$ cat config.mk
export PLATFORM = sky130hd
export DESIGN_NAME = rail_sequencer
export DESIGN_NICKNAME = d
export VERILOG_FILES = /design/src/rtl/rseq_pkg.sv /design/src/rtl/rseq_counter.sv /design/src/rtl/rseq_channel.sv /design/src/rtl/rseq_fsm.sv /design/src/rtl/rail_sequencer.sv
export SDC_FILE = /design/constraint.sdc
export NUM_CORES = 1
export LEC_CHECK = 0
export ABC_CLOCK_PERIOD_IN_PS = 2900
export BUFFER_PORTS_ARGS = -buffer_cell sky130_fd_sc_hd__buf_2
export CORE_MARGIN = 2
export CORE_UTILIZATION = 58
export DETAILED_ROUTE_END_ITERATION = 7
export GPL_ROUTABILITY_DRIVEN = 1
export PLACE_DENSITY = 0.8
export SLEW_MARGIN = 25
export SYNTH_ARGS = -nofsm -noshare
export SYNTH_HDL_FRONTEND = slang
export SYNTH_SLANG_ARGS = --single-unit
export TNS_END_PERCENT = 10
$ cat constraint.sdc
create_clock -name clk -period 2.9 [get_ports clk]
set_input_delay 0 -clock clk [delete_from_list [all_inputs] [get_ports clk]]
set_output_delay 0 -clock clk [all_outputs]
set_load 0.005 [all_outputs]
$ cat src/rtl/rseq_pkg.sv
package rseq_pkg;
  typedef enum logic [2:0] {
    ST_SLEEP  = 3'd0,
    ST_QUAL   = 3'd1,
    ST_RAMP   = 3'd2,
    ST_SETTLE = 3'd3,
    ST_RUN    = 3'd4,
    ST_SHUT   = 3'd5,
    ST_FAULT  = 3'd6
  } seq_state_e;
endpackage

$ cat src/rtl/rseq_counter.sv
// Tick counter that saturates at a runtime limit; done while at the limit.
module rseq_counter #(
  parameter int W = 4
) (
  input  logic         clk,
  input  logic         rst_n,
  input  logic         clr,
  input  logic         step,
  input  logic [W-1:0] limit,
  output logic         done
);
  logic [W-1:0] cnt;

  always_ff @(posedge clk or negedge rst_n) begin
    if (!rst_n)                     cnt <= '0;
    else if (clr)                   cnt <= '0;
    else if (step && cnt != limit)  cnt <= cnt + 1'b1;
  end

  assign done = (cnt == limit);
endmodule

$ cat src/rtl/rseq_channel.sv
// One rail: turn-on and turn-off delay counters plus the gate decision.
module rseq_channel #(
  parameter int DW = 4
) (
  input  logic          clk,
  input  logic          rst_n,
  input  logic          on_clr,
  input  logic          on_step,
  input  logic          off_clr,
  input  logic          off_step,
  input  logic [DW-1:0] on_dly,
  input  logic [DW-1:0] off_dly,
  input  logic          live,
  input  logic          shutting,
  output logic          gate,
  output logic          on_done,
  output logic          off_done
);
  rseq_counter #(.W(DW)) u_on (
    .clk(clk), .rst_n(rst_n), .clr(on_clr), .step(on_step),
    .limit(on_dly), .done(on_done)
  );

  rseq_counter #(.W(DW)) u_off (
    .clk(clk), .rst_n(rst_n), .clr(off_clr), .step(off_step),
    .limit(off_dly), .done(off_done)
  );

  // The off counter holds at its limit, so a dropped gate stays dropped.
  assign gate = live && on_done && !(shutting && off_done);
endmodule

$ cat src/rtl/rseq_fsm.sv
module rseq_fsm
  import rseq_pkg::*;
(
  input  logic       clk,
  input  logic       rst_n,
  input  logic       en,
  input  logic       qual_done,
  input  logic       all_on,
  input  logic       settle_done,
  input  logic       all_off,
  input  logic       fault,
  output seq_state_e state
);
  seq_state_e nxt;

  always_comb begin
    nxt = state;
    unique case (state)
      ST_SLEEP:  if (en) nxt = ST_QUAL;
      ST_QUAL: begin
        if (!en)            nxt = ST_SLEEP;
        else if (qual_done) nxt = ST_RAMP;
      end
      ST_RAMP: begin
        if (!en)            nxt = ST_SHUT;
        else if (all_on)    nxt = ST_SETTLE;
      end
      ST_SETTLE: begin
        if (fault)            nxt = ST_FAULT;
        else if (!en)         nxt = ST_SHUT;
        else if (settle_done) nxt = ST_RUN;
      end
      ST_RUN: begin
        if (fault)          nxt = ST_FAULT;
        else if (!en)       nxt = ST_SHUT;
      end
      ST_SHUT:   if (all_off) nxt = ST_SLEEP;
      ST_FAULT:  if (!en)     nxt = ST_SLEEP;
      default:   nxt = ST_SLEEP;
    endcase
  end

  always_ff @(posedge clk or negedge rst_n) begin
    if (!rst_n) state <= ST_SLEEP;
    else        state <= nxt;
  end
endmodule

$ cat src/rtl/rail_sequencer.sv
module rail_sequencer
  import rseq_pkg::*;
#(
  parameter int NCH          = 4,
  parameter int DW           = 4,
  parameter int QUAL_TICKS   = 1000,
  parameter int SETTLE_TICKS = 16000,
  parameter int GLITCH_TICKS = 3,
  parameter bit EN_ACTIVE_HIGH = 1'b1
) (
  input  logic              clk,
  input  logic              rst_n,
  input  logic              tick,
  input  logic              en_in,
  input  logic [NCH-1:0]    uv_ok,
  input  logic [NCH-1:0]    gate_full,
  input  logic [NCH*DW-1:0] on_dly,
  input  logic [NCH*DW-1:0] off_dly,
  output logic [NCH-1:0]    gate_en,
  output logic              fast_dis,
  output logic              rst_pg_n,
  output logic              rst_sys_n,
  output logic              sleep_o
);
  localparam int QW = $clog2(QUAL_TICKS + 1);
  localparam int SW = $clog2(SETTLE_TICKS + 1);
  localparam int GW = $clog2(GLITCH_TICKS + 1);

  seq_state_e     state;
  logic           en;
  logic           qual_done, settle_done, fault;
  logic [NCH-1:0] on_done, off_done, uv_done;
  logic           live, shutting, armed, on_clr;

  assign en       = EN_ACTIVE_HIGH ? en_in : !en_in;
  assign live     = state inside {ST_RAMP, ST_SETTLE, ST_RUN, ST_SHUT};
  assign shutting = (state == ST_SHUT);
  assign armed    = state inside {ST_SETTLE, ST_RUN};
  assign on_clr   = state inside {ST_SLEEP, ST_QUAL, ST_FAULT};
  assign fault    = |uv_done;

  rseq_counter #(.W(QW)) u_qual (
    .clk(clk), .rst_n(rst_n),
    .clr(state != ST_QUAL || !(en && (&uv_ok))),
    .step(tick), .limit(QW'(QUAL_TICKS)), .done(qual_done)
  );

  rseq_counter #(.W(SW)) u_settle (
    .clk(clk), .rst_n(rst_n),
    .clr(state != ST_SETTLE || !(&gate_full)),
    .step(tick), .limit(SW'(SETTLE_TICKS)), .done(settle_done)
  );

  for (genvar i = 0; i < NCH; i++) begin : g_rail
    rseq_channel #(.DW(DW)) u_ch (
      .clk(clk), .rst_n(rst_n),
      .on_clr(on_clr), .on_step(tick && state == ST_RAMP),
      .off_clr(!shutting), .off_step(tick && shutting),
      .on_dly(on_dly[i*DW +: DW]), .off_dly(off_dly[i*DW +: DW]),
      .live(live), .shutting(shutting),
      .gate(gate_en[i]), .on_done(on_done[i]), .off_done(off_done[i])
    );

    rseq_counter #(.W(GW)) u_uvf (
      .clk(clk), .rst_n(rst_n),
      .clr(!armed || uv_ok[i]),
      .step(tick), .limit(GW'(GLITCH_TICKS)), .done(uv_done[i])
    );
  end

  rseq_fsm u_fsm (
    .clk(clk), .rst_n(rst_n), .en(en),
    .qual_done(qual_done), .all_on(&on_done), .settle_done(settle_done),
    .all_off(&off_done), .fault(fault), .state(state)
  );

  assign rst_pg_n  = (state == ST_RUN);
  assign rst_sys_n = (state != ST_FAULT);
  assign fast_dis  = (state == ST_FAULT);
  assign sleep_o   = (state == ST_SLEEP);
endmodule

# Yosys cells after proc, flatten, opt, wreduce, memory -nomap -nowiden
# Index checks and enable logic that the tools add are counted.
dict set report totals {
  elab_cells 180
  out_inout_bits 8
  inputBits 44
  regBits 67
}
dict set report classes {
  n_mux 41
  n_eq_ne 48
  addsub 14
  reduce_logical 62
}
# op n
set op_table {}
lappend op_table {{4-bit two-way mux} 16}
lappend op_table {{3-bit two-way mux} 12}
lappend op_table {{4-bit by 1-bit adder with 4-bit output, second input constant} 8}
lappend op_table {{4-bit equality test} 8}
lappend op_table {{4-bit != test} 8}
lappend op_table {{1-bit logical AND} 29}
lappend op_table {{14-bit two-way mux} 2}
lappend op_table {{2-bit nonzero test} 11}
lappend op_table {{3-bit one-hot mux with 7 select lines} 1}
lappend op_table {{10-bit two-way mux} 2}
lappend op_table {{2-bit two-way mux} 8}
lappend op_table {{4-bit AND reduction} 4}
lappend op_table {{14-bit by 1-bit adder with 14-bit output, second input constant} 1}
lappend op_table {{14-bit equality test, second input constant} 1}
lappend op_table {{14-bit != test, second input constant} 1}
lappend op_table {{2-bit != test, second input constant} 7}
lappend op_table {{10-bit by 1-bit adder with 10-bit output, second input constant} 1}
lappend op_table {{10-bit equality test, second input constant} 1}
lappend op_table {{10-bit != test, second input constant} 1}
lappend op_table {{3-bit equality test, second input constant} 3}
lappend op_table {{3-bit by 2-bit != test with 1-bit output, second input constant} 3}
lappend op_table {{2-bit by 1-bit adder with 2-bit output, second input constant} 4}
lappend op_table {{2-bit equality test, second input constant} 4}
lappend op_table {{2-bit by 1-bit != test with 1-bit output, second input constant} 4}
lappend op_table {{12 further kinds} 25}

# Logic depth before layout (Yosys ltp)
# Gate-level depths: netlist of the first run.
dict set report depth {
  ltp_word 5
  ltp_mapped 9
  ltp_nobuf 7
}

# By module
# A second synthesis of the first run with hierarchy kept.
dict set report hier_totals {
  hier_cells 484
  area_unflattened_um2 4872.2
}
# mod area_per_inst_um2 cells_per_inst n_inst seq_area_each_um2
set modules_own_cells {}
lappend modules_own_cells {{rseq_counter at g_rail[0].u_ch.u_off ...} 264.0 23 8 100.1}
lappend modules_own_cells {{rseq_counter at u_settle} 940.9 103 1 350.3}
lappend modules_own_cells {{rseq_counter at u_qual} 668.1 71 1 250.2}
lappend modules_own_cells {{rseq_counter at g_rail[0].u_uvf ...} 146.4 15 4 50.0}
lappend modules_own_cells {rseq_fsm 320.3 30 1 75.1}
lappend modules_own_cells {rail_sequencer 195.2 28 1 0.0}
lappend modules_own_cells {rseq_channel 12.5 2 4 0.0}

# Worst setup path after synthesis of the first run
# Ideal clock, no wire load.
dict set report synth_path {
  path_kind {reg-to-reg}
  startpoint {register u_settle.cnt[8]}
  endpoint {register u_fsm.state[0]}
  slack_ps 443
  required_time_ps 2775
  synth_period_minus_slack_ps 2457
  path_buffers 1
  setup_ps 125
  arrival_ps 2332
  path_stages_with_launch 7
  cell_sequence {dfrtp_1 or4_1 or4_1 buf_6 o2bb2ai_2 a2111oi_4 mux2_4}
}
dict set report synth_via {
  elab_chain_len 3
}
# element line_no
set synth_rtl {}
lappend synth_rtl {{start: declaration} rseq_counter.sv:12} ;# logic [W-1:0] cnt;
lappend synth_rtl {{start signal: assignment} rseq_counter.sv:17} ;# else if (step && cnt != limit) cnt <= cnt + 1'b1;
lappend synth_rtl {{14-bit equality test} rseq_counter.sv:20} ;# assign done = (cnt == limit);
lappend synth_rtl {{4-bit != test (no line)} -}
lappend synth_rtl {{7-bit AND reduction (no line)} -}
lappend synth_rtl {{end signal: assignment} rseq_fsm.sv:45} ;# else state <= nxt;
lappend synth_rtl {{end: declaration} rseq_fsm.sv:12} ;# output seq_state_e state
# Every way passes these cells.
# A chain may end at the register's enable or synchronous reset.

# Worst setup path in the final report of the first run
# Same ends and word-level chain as after synthesis.

==> results of run 1 <==
sequential cells by signal, summed over array words and instances, names as in the netlist:
register,flops
u_qual.cnt,10
g_rail.u_ch.u_off.cnt,16
g_rail.u_uvf.cnt,8
u_settle.cnt,14
u_fsm.state,3
g_rail.u_ch.u_on.cnt,16
critical path: cells and delay by family, from the launching register on:
kind,cells,cell delay [ns]
compound gates,2,0.53
simple gates,2,1.06
flops,1,0.42
mux,1,0.33
placed cells by master (no fill, tap or decap), drive strengths merged, types with 6 or more instances in the layout:
cell type and count:
dfrtp 67, buf 59, xor2 52, nor2 42, nand3 32, a21oi 22, nand2 18, o21ai 17
ha 17, inv 16, nor3 16, xnor2 15, clkbuf 11, nor4 10, mux2i 10, nand4 10
or4 8, or2 7, o41ai 6, nor2b 6
routing by layer:
metal,part of all wire (%),vias up,track usage (%)
met5,0,-,0
met3,3.9,17,3.98
li1,-,1606,-
met1,46,1620,30.7
met4,2.0,0,9.93
met2,48,65,39.0
cell families after synthesis:
| group | Yosys count | synth area share [%] |
|---|---|---|
| AOI/OAI and AO/OA | 58 | 9.39 |
| xor gates and xnor gates | 67 | 14.6 |
| DFF | 67 | 41.8 |
| adders and majority gates | 17 | 5.30 |
| muxes | 11 | 2.87 |
| and+or+nand+nor | 170 | 22.1 |
| buffers and inverters | 35 | 3.87 |
power by group:
part           internal (mW)  switching (mW)  total [mW]
Clock                  0.438           0.363       0.801
Combinational          0.312           0.449       0.762
Sequential              1.02           0.139        1.16
synthesized netlist by cell type (5+ instances only):
library cell | count | area share [%]
o41ai_1 | 6 | 1.3
o31ai_1 | 5 | 0.94
or4_1 | 7 | 1.3
xor2_1 | 52 | 11
o21ai_0 | 17 | 2.1
nor3_1 | 16 | 2.0
dfrtp_1 | 67 | 42
nand2_1 | 18 | 1.7
or3_1 | 5 | 0.78
a21oi_1 | 22 | 2.7
nand4_1 | 10 | 1.6
clkbuf_1 | 10 | 0.94
nor2b_1 | 6 | 0.94
xnor2_1 | 15 | 3.3
inv_1 | 16 | 1.5
nand3_1 | 32 | 4.0
nor4_1 | 10 | 1.6
ha_1 | 17 | 5.3
mux2i_1 | 10 | 2.5
or3b_2 | 5 | 1.1
nor2_1 | 42 | 3.9
final cells by class:
type,instances,area (um^2)
Sequential cell,67,1680
Clock buffer,11,151
Inverter,17,63.8
Timing Repair Buffer,64,365
Tap cell,80,100
Fill cell,538,2170
Multi-Input combinational cell,323,2180
Clock inverter,4,50.0
metrics by stage:
stage / instances / util [%]
after floorplan: 425 / -
after global placement: 546 / 64.2
after detailed placement: 546 / 64.2
after CTS: 566 / 67.9
after global routing: 566 / 67.9
final: 566 / 67.9
worst max path at each step:
stage,endpoint,slack (ns),cells past startpoint
final,u_fsm.state[0],0.45,5
after CTS,u_fsm.state[0],0.45,5
after global placement,u_fsm.state[0],0.46,5
after detailed placement,u_fsm.state[0],0.46,5
after global routing,u_fsm.state[0],0.37,5
after floorplan,u_fsm.state[0],0.44,6
timing repair:
item / CTS / global route
resized for setup: 0 / 0
setup buffers: 0 / 0
setup endpoints to repair: 0 / 0
hold endpoints to repair: 41 / 0
hold buffers: 5 / 0
==> flow_metrics.tcl, run 1 <==
set metrics [dict create \
    critPathLaunch "u_settle.cnt[8]" \
    grt_pass1_vias 3148 \
    num_vias 3308 \
    final_max_slew_viol_count 0 \
    cpMostUsedCell "or4_1" \
    cts_sinks 67 \
    yosys_warnings 0 \
    rr_startpoint "u_settle.cnt[8]" \
    finalNetCount 543 \
    final_area_mm2 0.00459 \
    antenna_cells 0 \
    postPlaceCellArea_mm2 0.00434 \
    crit_required_ns 3.14 \
    ys.flop_type "dfrtp_1" \
    postRouteAntennaNets 0 \
    critPathMaxFanout 5 \
    syn_inst 425 \
    fin_crit_sh_pct 84.6 \
    globalRouteOverflowTotal 0 \
    critPathLaunchType "flop" \
    wl_per_cell_um 14.5 \
    clk_latency_ns 0.36 \
    synthArstFlopShare_pct 100 \
    crit_type "flop to flop" \
    synth_nets 486 \
    cts_max_level 3 \
    max-cap-violations 0 \
    r2r-end "u_fsm.state[0]" \
    netlist_area_mm2 0.00401 \
    drtIter0Drc 275 \
    grt_pass1_wl_um 14000 \
    worst_slew_pin_slew_ns 0.927 \
    regToRegSetupSlack_ns 0.45 \
    slowest_delay_ns 0.55 \
    area_delta_synth_final_pct 14.3 \
    setup_viol_count_final 0 \
    hp-start "en_in" \
    peakVddDrop_v 0.000355 \
    wirelength_um 8200 \
    dieArea_mm2 0.00760 \
    synth-seq-area-share_pct 41.8 \
    drcViolationCount 0 \
    cp_slowest_cell "or4_1" \
    cts_tree "built" \
    synth-seq-cells 67 \
    status "completed" \
    worst_ep_arrival_time_ns 2.70 \
    pre_cts_slack_ns 0.459 \
    die_w_um 87.2 \
    coreArea_mm2 0.00676 \
    synth_edf_count 0 \
    cts_root_buf "clkbuf_8" \
    io_buffers 51 \
    path_clk_slew_ns 0.07 \
    drt-pass1-iter-count 4 \
    routed_via_density 5.84 \
    grt_max_degree 35 \
    grt.total_usage_pct 23.6 \
    min_period_ns 2.45 \
    drive_gt1_share_pct 17.9 \
    slew_headroom_pct 37.4 \
    ff2ff_path_depth 5 \
    finClkSkew_ns 0.0134 \
    p_leak_nw 2.11 \
    setup_slack_ns 0.446 \
    p_per_area_mw_per_mm2 593 \
    end_kind "flop" \
    rsz0062_at_grt "no" \
    cts-buffers-inserted 9 \
    fin_setup_tns_ns 0 \
    die_y_um 87.2 \
    hpwl_um 5810 \
    ys_types 44 \
    place.gp.congestion 0.899 \
    hold_viol_final 0 \
    worstPathCellList "or4_1, or4_1, o2bb2ai_2, a2111oi_4, mux2_4" \
    start_util_pct 59.4 \
    whs_endpoint "u_fsm.state[2]" \
    syn_avg_cell_area_um2 9.44 \
    io_pins 52 \
    whs_ns 0.0107 \
    max_freq_mhz 408 \
    antenna_found_initial 0 \
    holdPathStages 3 \
    finalPower_mw 2.72 \
    rows 30 \
    hold_class "primary input to flop" \
    cts_max_path_buffers 2 \
]
(Power assumes the default switching activity.)
==> inputs of run 2 (changes only) <==
- ABC_CLOCK_PERIOD_IN_PS: 2900 -> 2000
- CORE_UTILIZATION: 58 -> 53
- PLACE_DENSITY: 0.8 -> 0.77
- clock period: 2.9 -> 2 ns (I/O delays scaled with it)
==> run 2 against run 1 <==
Compared with the run above:
- the flow now finishes with violations (negative setup slack)
- clock-buffer cell count is 2 lower
- critical path depth is the same
- first-iteration DRC count decreased by 53%
- critical path type unchanged
==> flow_metrics.tcl, run 2 (same netlist as run 1, synthesis figures left out) <==
set metrics [dict create \
    critPathLaunchType "flop" \
    start_util_pct 55.0 \
    final_cell_mix "70 x buf_4, 67 x dfrtp_1, 52 x xor2_1, 51 x buf_2, 42 x nor2_1" \
    worst_slew_pin_slew_ns 0.913 \
    drcViolationCount 0 \
    globalRouteOverflowTotal 0 \
    p_sw_share_pct 36.0 \
    drt-pass1-iter-count 4 \
    setup_slack_ns -0.285 \
    die_w_um 91.0 \
    crit_required_ns 2.24 \
    internal_power_mw 2.60 \
    io_pins 52 \
    end_kind "flop" \
    cts_max_level 3 \
    slowest_delay_ns 0.53 \
    slew_headroom_pct 38.3 \
    setup_viol_count_final 14 \
    io_buffers 51 \
    p_seq_share_pct 38.9 \
    hold_class "primary input to flop" \
    fin_crit_sh_pct 114 \
    hpwl_um 6710 \
    drtIter0Drc 128 \
    regToRegSetupSlack_ns -0.29 \
    p_per_area_mw_per_mm2 802 \
    pwr-share-clk_pct 24.3 \
    antenna_cells 0 \
    status "finished, violations left" \
    path_delay_family "simple AND/OR/NAND/NOR gates" \
    pre_cts_slack_ns -0.293 \
    max-cap-violations 0 \
    p_leak_nw 2.42 \
    path_clk_slew_ns 0.07 \
    cts_root_buf "clkbuf_8" \
    crit_type "flop to flop" \
    hp-start "en_in" \
    critPathBufInv 0 \
    cp_slowest_cell "or4_4" \
    cts_max_path_buffers 2 \
    dieArea_mm2 0.00828 \
    grt_pass1_vias 3575 \
    max_freq_mhz 438 \
    critPathMaxFanout 3 \
    whs_endpoint "u_fsm.state[2]" \
    rows 31 \
    rr_startpoint "u_settle.cnt[8]" \
    holdPathStages 3 \
    wl_per_cell_um 14.0 \
    coreArea_mm2 0.00729 \
    r2r-end "u_fsm.state[0]" \
    final_max_slew_viol_count 0 \
    grt_pass1_wl_um 15800 \
    worstPathCellList "or4_4, or4_4, o2bb2ai_2, a2111oi_4, mux2_4" \
    top_regs "g_rail.u_ch.u_off.cnt x16, g_rail.u_ch.u_on.cnt x16, u_settle.cnt x14" \
    postRouteAntennaNets 0 \
    grt_max_degree 37 \
    fillers 579 \
    worst_ep_arrival_time_ns 2.52 \
    hold_viol_final 0 \
    utilization_pct 69.3 \
    p_comb_share_pct 36.9 \
    cts-buffers-inserted 9 \
    grt.total_usage_pct 23.6 \
    die_y_um 91.0 \
    drive_gt1_share_pct 27.9 \
    ff2ff_path_depth 5 \
    violations "negative setup slack" \
    peakVddDrop_v 0.000477 \
    rsz0062_at_grt "yes" \
    finClkSkew_ns 0.00935 \
    final_common_cell "buf_4" \
    p_switching_mw 1.46 \
    routed_via_density 5.42 \
    cts_tree "built" \
    cpMostUsedCell "or4_4" \
    cts_sinks 67 \
    wirelength_um 9040 \
    area_delta_synth_final_pct 26.0 \
    min_period_ns 2.29 \
    antenna_found_initial 1 \
    place.gp.congestion 0.881 \
    finalNetCount 605 \
    num_vias 3515 \
    clk_latency_ns 0.35 \
]
## run 2: cell count changes in the layout (fill, tap and decap cells not counted), sizes merged
cell | before | now
clkinvlp | 2 | 1
bufinv | 1 | 0
clkbuf | 11 | 9
buf | 59 | 121
clkinv | 2 | 7
## run 2: power by group through the flow
| stage | clock network [mW] | registers (mW) | logic (mW) |
|---|---|---|---|
| finish | 0.984 | 1.58 | 1.50 |
| global route | 1.07 | 1.59 | 1.66 |
| CTS | 1.00 | 1.58 | 1.49 |
| detailed placement | 0 | 1.60 | 1.48 |
| global placement | 0 | 1.59 | 1.43 |
| floorplan | 0 | 1.61 | 0.860 |
## run 2: how the worst max path moves through the flow
stage / depth (start not counted) / to / start / slack [ns]
3_5_place_dp: 5 / u_fsm.state[0] / u_settle.cnt[8] / -0.29
2_1_floorplan: 6 / u_fsm.state[0] / u_settle.cnt[8] / -0.34
3_3_place_gp: 5 / u_fsm.state[0] / u_settle.cnt[8] / -0.28
5_1_grt: 6 / u_fsm.state[1] / u_settle.cnt[8] / -0.39
4_1_cts: 5 / u_fsm.state[0] / u_settle.cnt[8] / -0.28
6_report: 5 / u_fsm.state[0] / u_settle.cnt[8] / -0.29
## run 2: what timing repair did
item	in CTS	in global routing
hold buffers	5	0
resized for setup	1	2
hold endpoints to repair	75	0
setup buffers	0	0
setup endpoints to repair	17	17
## run 2: per-layer routing
metal	part of all wire (%)	vias up	routed length [um]	GRT usage [%]
li1	-	1739	-	-
met1	44	1684	4010	28.7
met2	50	80	4550	40.8
met3	4.2	12	377	6.47
met4	1.2	0	110	7.45
met5	0	-	0	0
## run 2: tightest hold or removal path: cells and delay by family
family,cells,cell delay (ns)
buffers and inverters,1,0.13
AO/OA/AOI/OAI,1,0.12
AND/OR/NAND/NOR,1,0.07
## run 2: stage by stage
stage          hold WS (ns)  cells  instance area [um^2]  power (mW)  TNS, ns
2_1_floorplan        -0.296    425                  4010        2.47    -2.09
3_3_place_gp         0.0577    627                  4820        3.02    -1.24
3_5_place_dp         0.0584    627                  4820        3.08    -1.60
4_1_cts             0.00952    648                  5050        4.07    -1.51
5_1_grt              0.0542    648                  5050        4.32    -3.01
6_report             0.0277    648                  5050        4.06    -1.49
## run 2: final cells by class
class	instances	area, um^2	area share [%]
tap	99	124	2.45
inverter	17	63.8	1.26
timing repair buffer	126	831	16.4
clock inverter	7	45.0	0.891
multi-input combinational	323	2190	43.3
clock buffer	9	124	2.45
sequential	67	1680	33.2
==> inputs of run 3 (changes only) <==
- CORE_ASPECT_RATIO: unset -> 0.75
==> run 3 against run 2 <==
Compared with the run above:
- the run still ends with negative setup slack left
- wire length grew 0.38%
- clock skew shrank 0.0015 ns
- combinational power shrank 3%
- maximum frequency grew 1.5%
- first-iteration DRC count grew 91%
- largest cell class unchanged
- largest power group unchanged
- highest routed layer unchanged
==> flow_metrics.tcl, run 3 (same netlist as run 1, synthesis figures left out) <==
set metrics [dict create \
    dieArea_mm2 0.00829 \
    critPathLaunch "u_settle.cnt[8]" \
    coreArea_mm2 0.00733 \
    crit_required_ns 2.24 \
    cts_max_level 3 \
    grt_max_degree 54 \
    final_common_cell "buf_4" \
    max_freq_mhz 444 \
    io_buffers 51 \
    start_util_pct 54.7 \
    end_kind "flop" \
    die_y_um 79.3 \
    area_delta_synth_final_pct 27.9 \
    grt_pass1_vias 3547 \
    critPathMaxFanout 2 \
    clk_latency_ns 0.35 \
    peakVddDrop_v 0.000588 \
    ff2ff_path_depth 5 \
    hold_class "primary input to async pin" \
    drtIter0Drc 245 \
    path_clk_slew_ns 0.08 \
    drive_gt1_share_pct 27.8 \
    fin_setup_tns_ns -2.31 \
    drt-pass1-iter-count 5 \
    whs_ns 0.106 \
    grt_pass1_wl_um 15900 \
    num_vias 3529 \
    top_regs "g_rail.u_ch.u_off.cnt x16, g_rail.u_ch.u_on.cnt x16, u_settle.cnt x14" \
    hold_viol_final 0 \
    cts-buffers-inserted 9 \
    crit_type "flop to flop" \
    slew_headroom_pct 49.6 \
    final_max_slew_viol_count 0 \
    io_pins 52 \
    violations "negative setup slack" \
    routed_via_density 5.42 \
    hpwl_um 6490 \
    antenna_found_initial 0 \
    rows 27 \
    r2r-end "u_fsm.state[0]" \
    worst_ep_arrival_time_ns 2.49 \
    min_period_ns 2.25 \
    postRouteAntennaNets 0 \
    critPathLaunchType "flop" \
    cts_root_buf "clkbuf_8" \
    setup_viol_count_final 16 \
    p_leak_nw 2.43 \
    place.gp.congestion 0.890 \
    die_w_um 104 \
    cts_sinks 67 \
    regToRegSetupSlack_ns -0.25 \
    setup_slack_ns -0.251 \
    status "finished, violations left" \
    finClkSkew_ns 0.00783 \
    post_cts_buffers 0 \
    rsz0062_at_grt "yes" \
    pre_cts_slack_ns -0.295 \
    fin_crit_sh_pct 113 \
    final_cell_mix "68 x buf_4, 67 x dfrtp_1, 52 x xor2_1, 51 x buf_2, 42 x nor2_1" \
    cts_max_path_buffers 2 \
    antenna_cells 0 \
    max-cap-violations 0 \
    wirelength_um 9070 \
    cts_tree "built" \
    finalNetCount 606 \
    grt.total_usage_pct 24.1 \
    globalRouteOverflowTotal 0 \
    p_per_area_mw_per_mm2 812 \
    drcViolationCount 0 \
    wl_per_cell_um 13.9 \
    worst_slew_pin_slew_ns 0.747 \
    rr_startpoint "u_settle.cnt[8]" \
    crit_path_end "u_fsm.state[0]" \
]
-- run 3: changes by cell type in the layout (fill, tap and decap cells not counted), moves of 2 or more --
cell / change
clkbuf_1: +2
clkinv_2: -3
nor4_2: +2
clkinv_4: -2
buf_4: -2
nor4_1: -2
-- run 3: routing by layer --
layer	wire length [um]	vias up	track usage, %	share of wire, %
met1	4230	1670	30.9	47
met4	153	0	8.24	1.7
met2	4260	98	40.1	47
met5	0	-	0	0
li1	-	1740	-	-
met3	422	21	6.08	4.7
-- run 3: power breakdown --
group          switching (mW)  total [mW]  internal [mW]
logic                   0.800        1.45          0.653
clock network           0.523        1.13          0.608
registers               0.104        1.58           1.48
-- run 3: how the worst min path moves through the flow --
stage	start	to	slack, ns	cells past startpoint
2_1_floorplan	rst_n	g_rail[0].u_ch.u_off.cnt[0]	-0.30	0
3_3_place_gp	rst_n	g_rail[1].u_ch.u_on.cnt[1]	-0.08	1
3_5_place_dp	rst_n	g_rail[1].u_ch.u_on.cnt[2]	-0.07	1
4_1_cts	rst_n	g_rail[1].u_ch.u_on.cnt[2]	0.07	2
5_1_grt	rst_n	g_rail[3].u_ch.u_on.cnt[2]	0.13	2
6_report	rst_n	g_rail[0].u_uvf.cnt[1]	0.11	2
-- run 3: timing repair --
item	in CTS	in global routing
gates cloned	1	0
pin swaps	0	3
resized for setup	5	4
endpoints found under the hold margin	76	0
endpoints found under the setup margin	15	18
hold buffers	6	0
-- run 3: per-stage QoR --
stage | util, % | instance area, um^2 | total power [mW] | instances
after global routing | 70.0 | 5130 | 4.46 | 651
after detailed placement | 65.9 | 4830 | 3.03 | 628
after global placement | 65.9 | 4830 | 2.97 | 628
after floorplan | - | 4010 | 2.47 | 425
after CTS | 69.7 | 5110 | 4.19 | 651
final | 70.0 | 5130 | 4.17 | 651
-- run 3: cell type report --
class | count | area (um^2)
Clock buffer | 12 | 145
Multi-Input combinational cell | 323 | 2210
Timing Repair Buffer | 127 | 857
Tap cell | 101 | 126
Fill cell | 549 | 2200
Inverter | 17 | 63.8
Sequential cell | 67 | 1680
Clock inverter | 4 | 50.0
-- run 3: worst max-delay path, stage by stage (launching register included) --
cell       delay [ns]
dfrtp_1          0.38
or4_4            0.53
or4_4            0.50
o2bb2ai_2        0.16
a2111oi_4        0.24
mux2_4           0.33
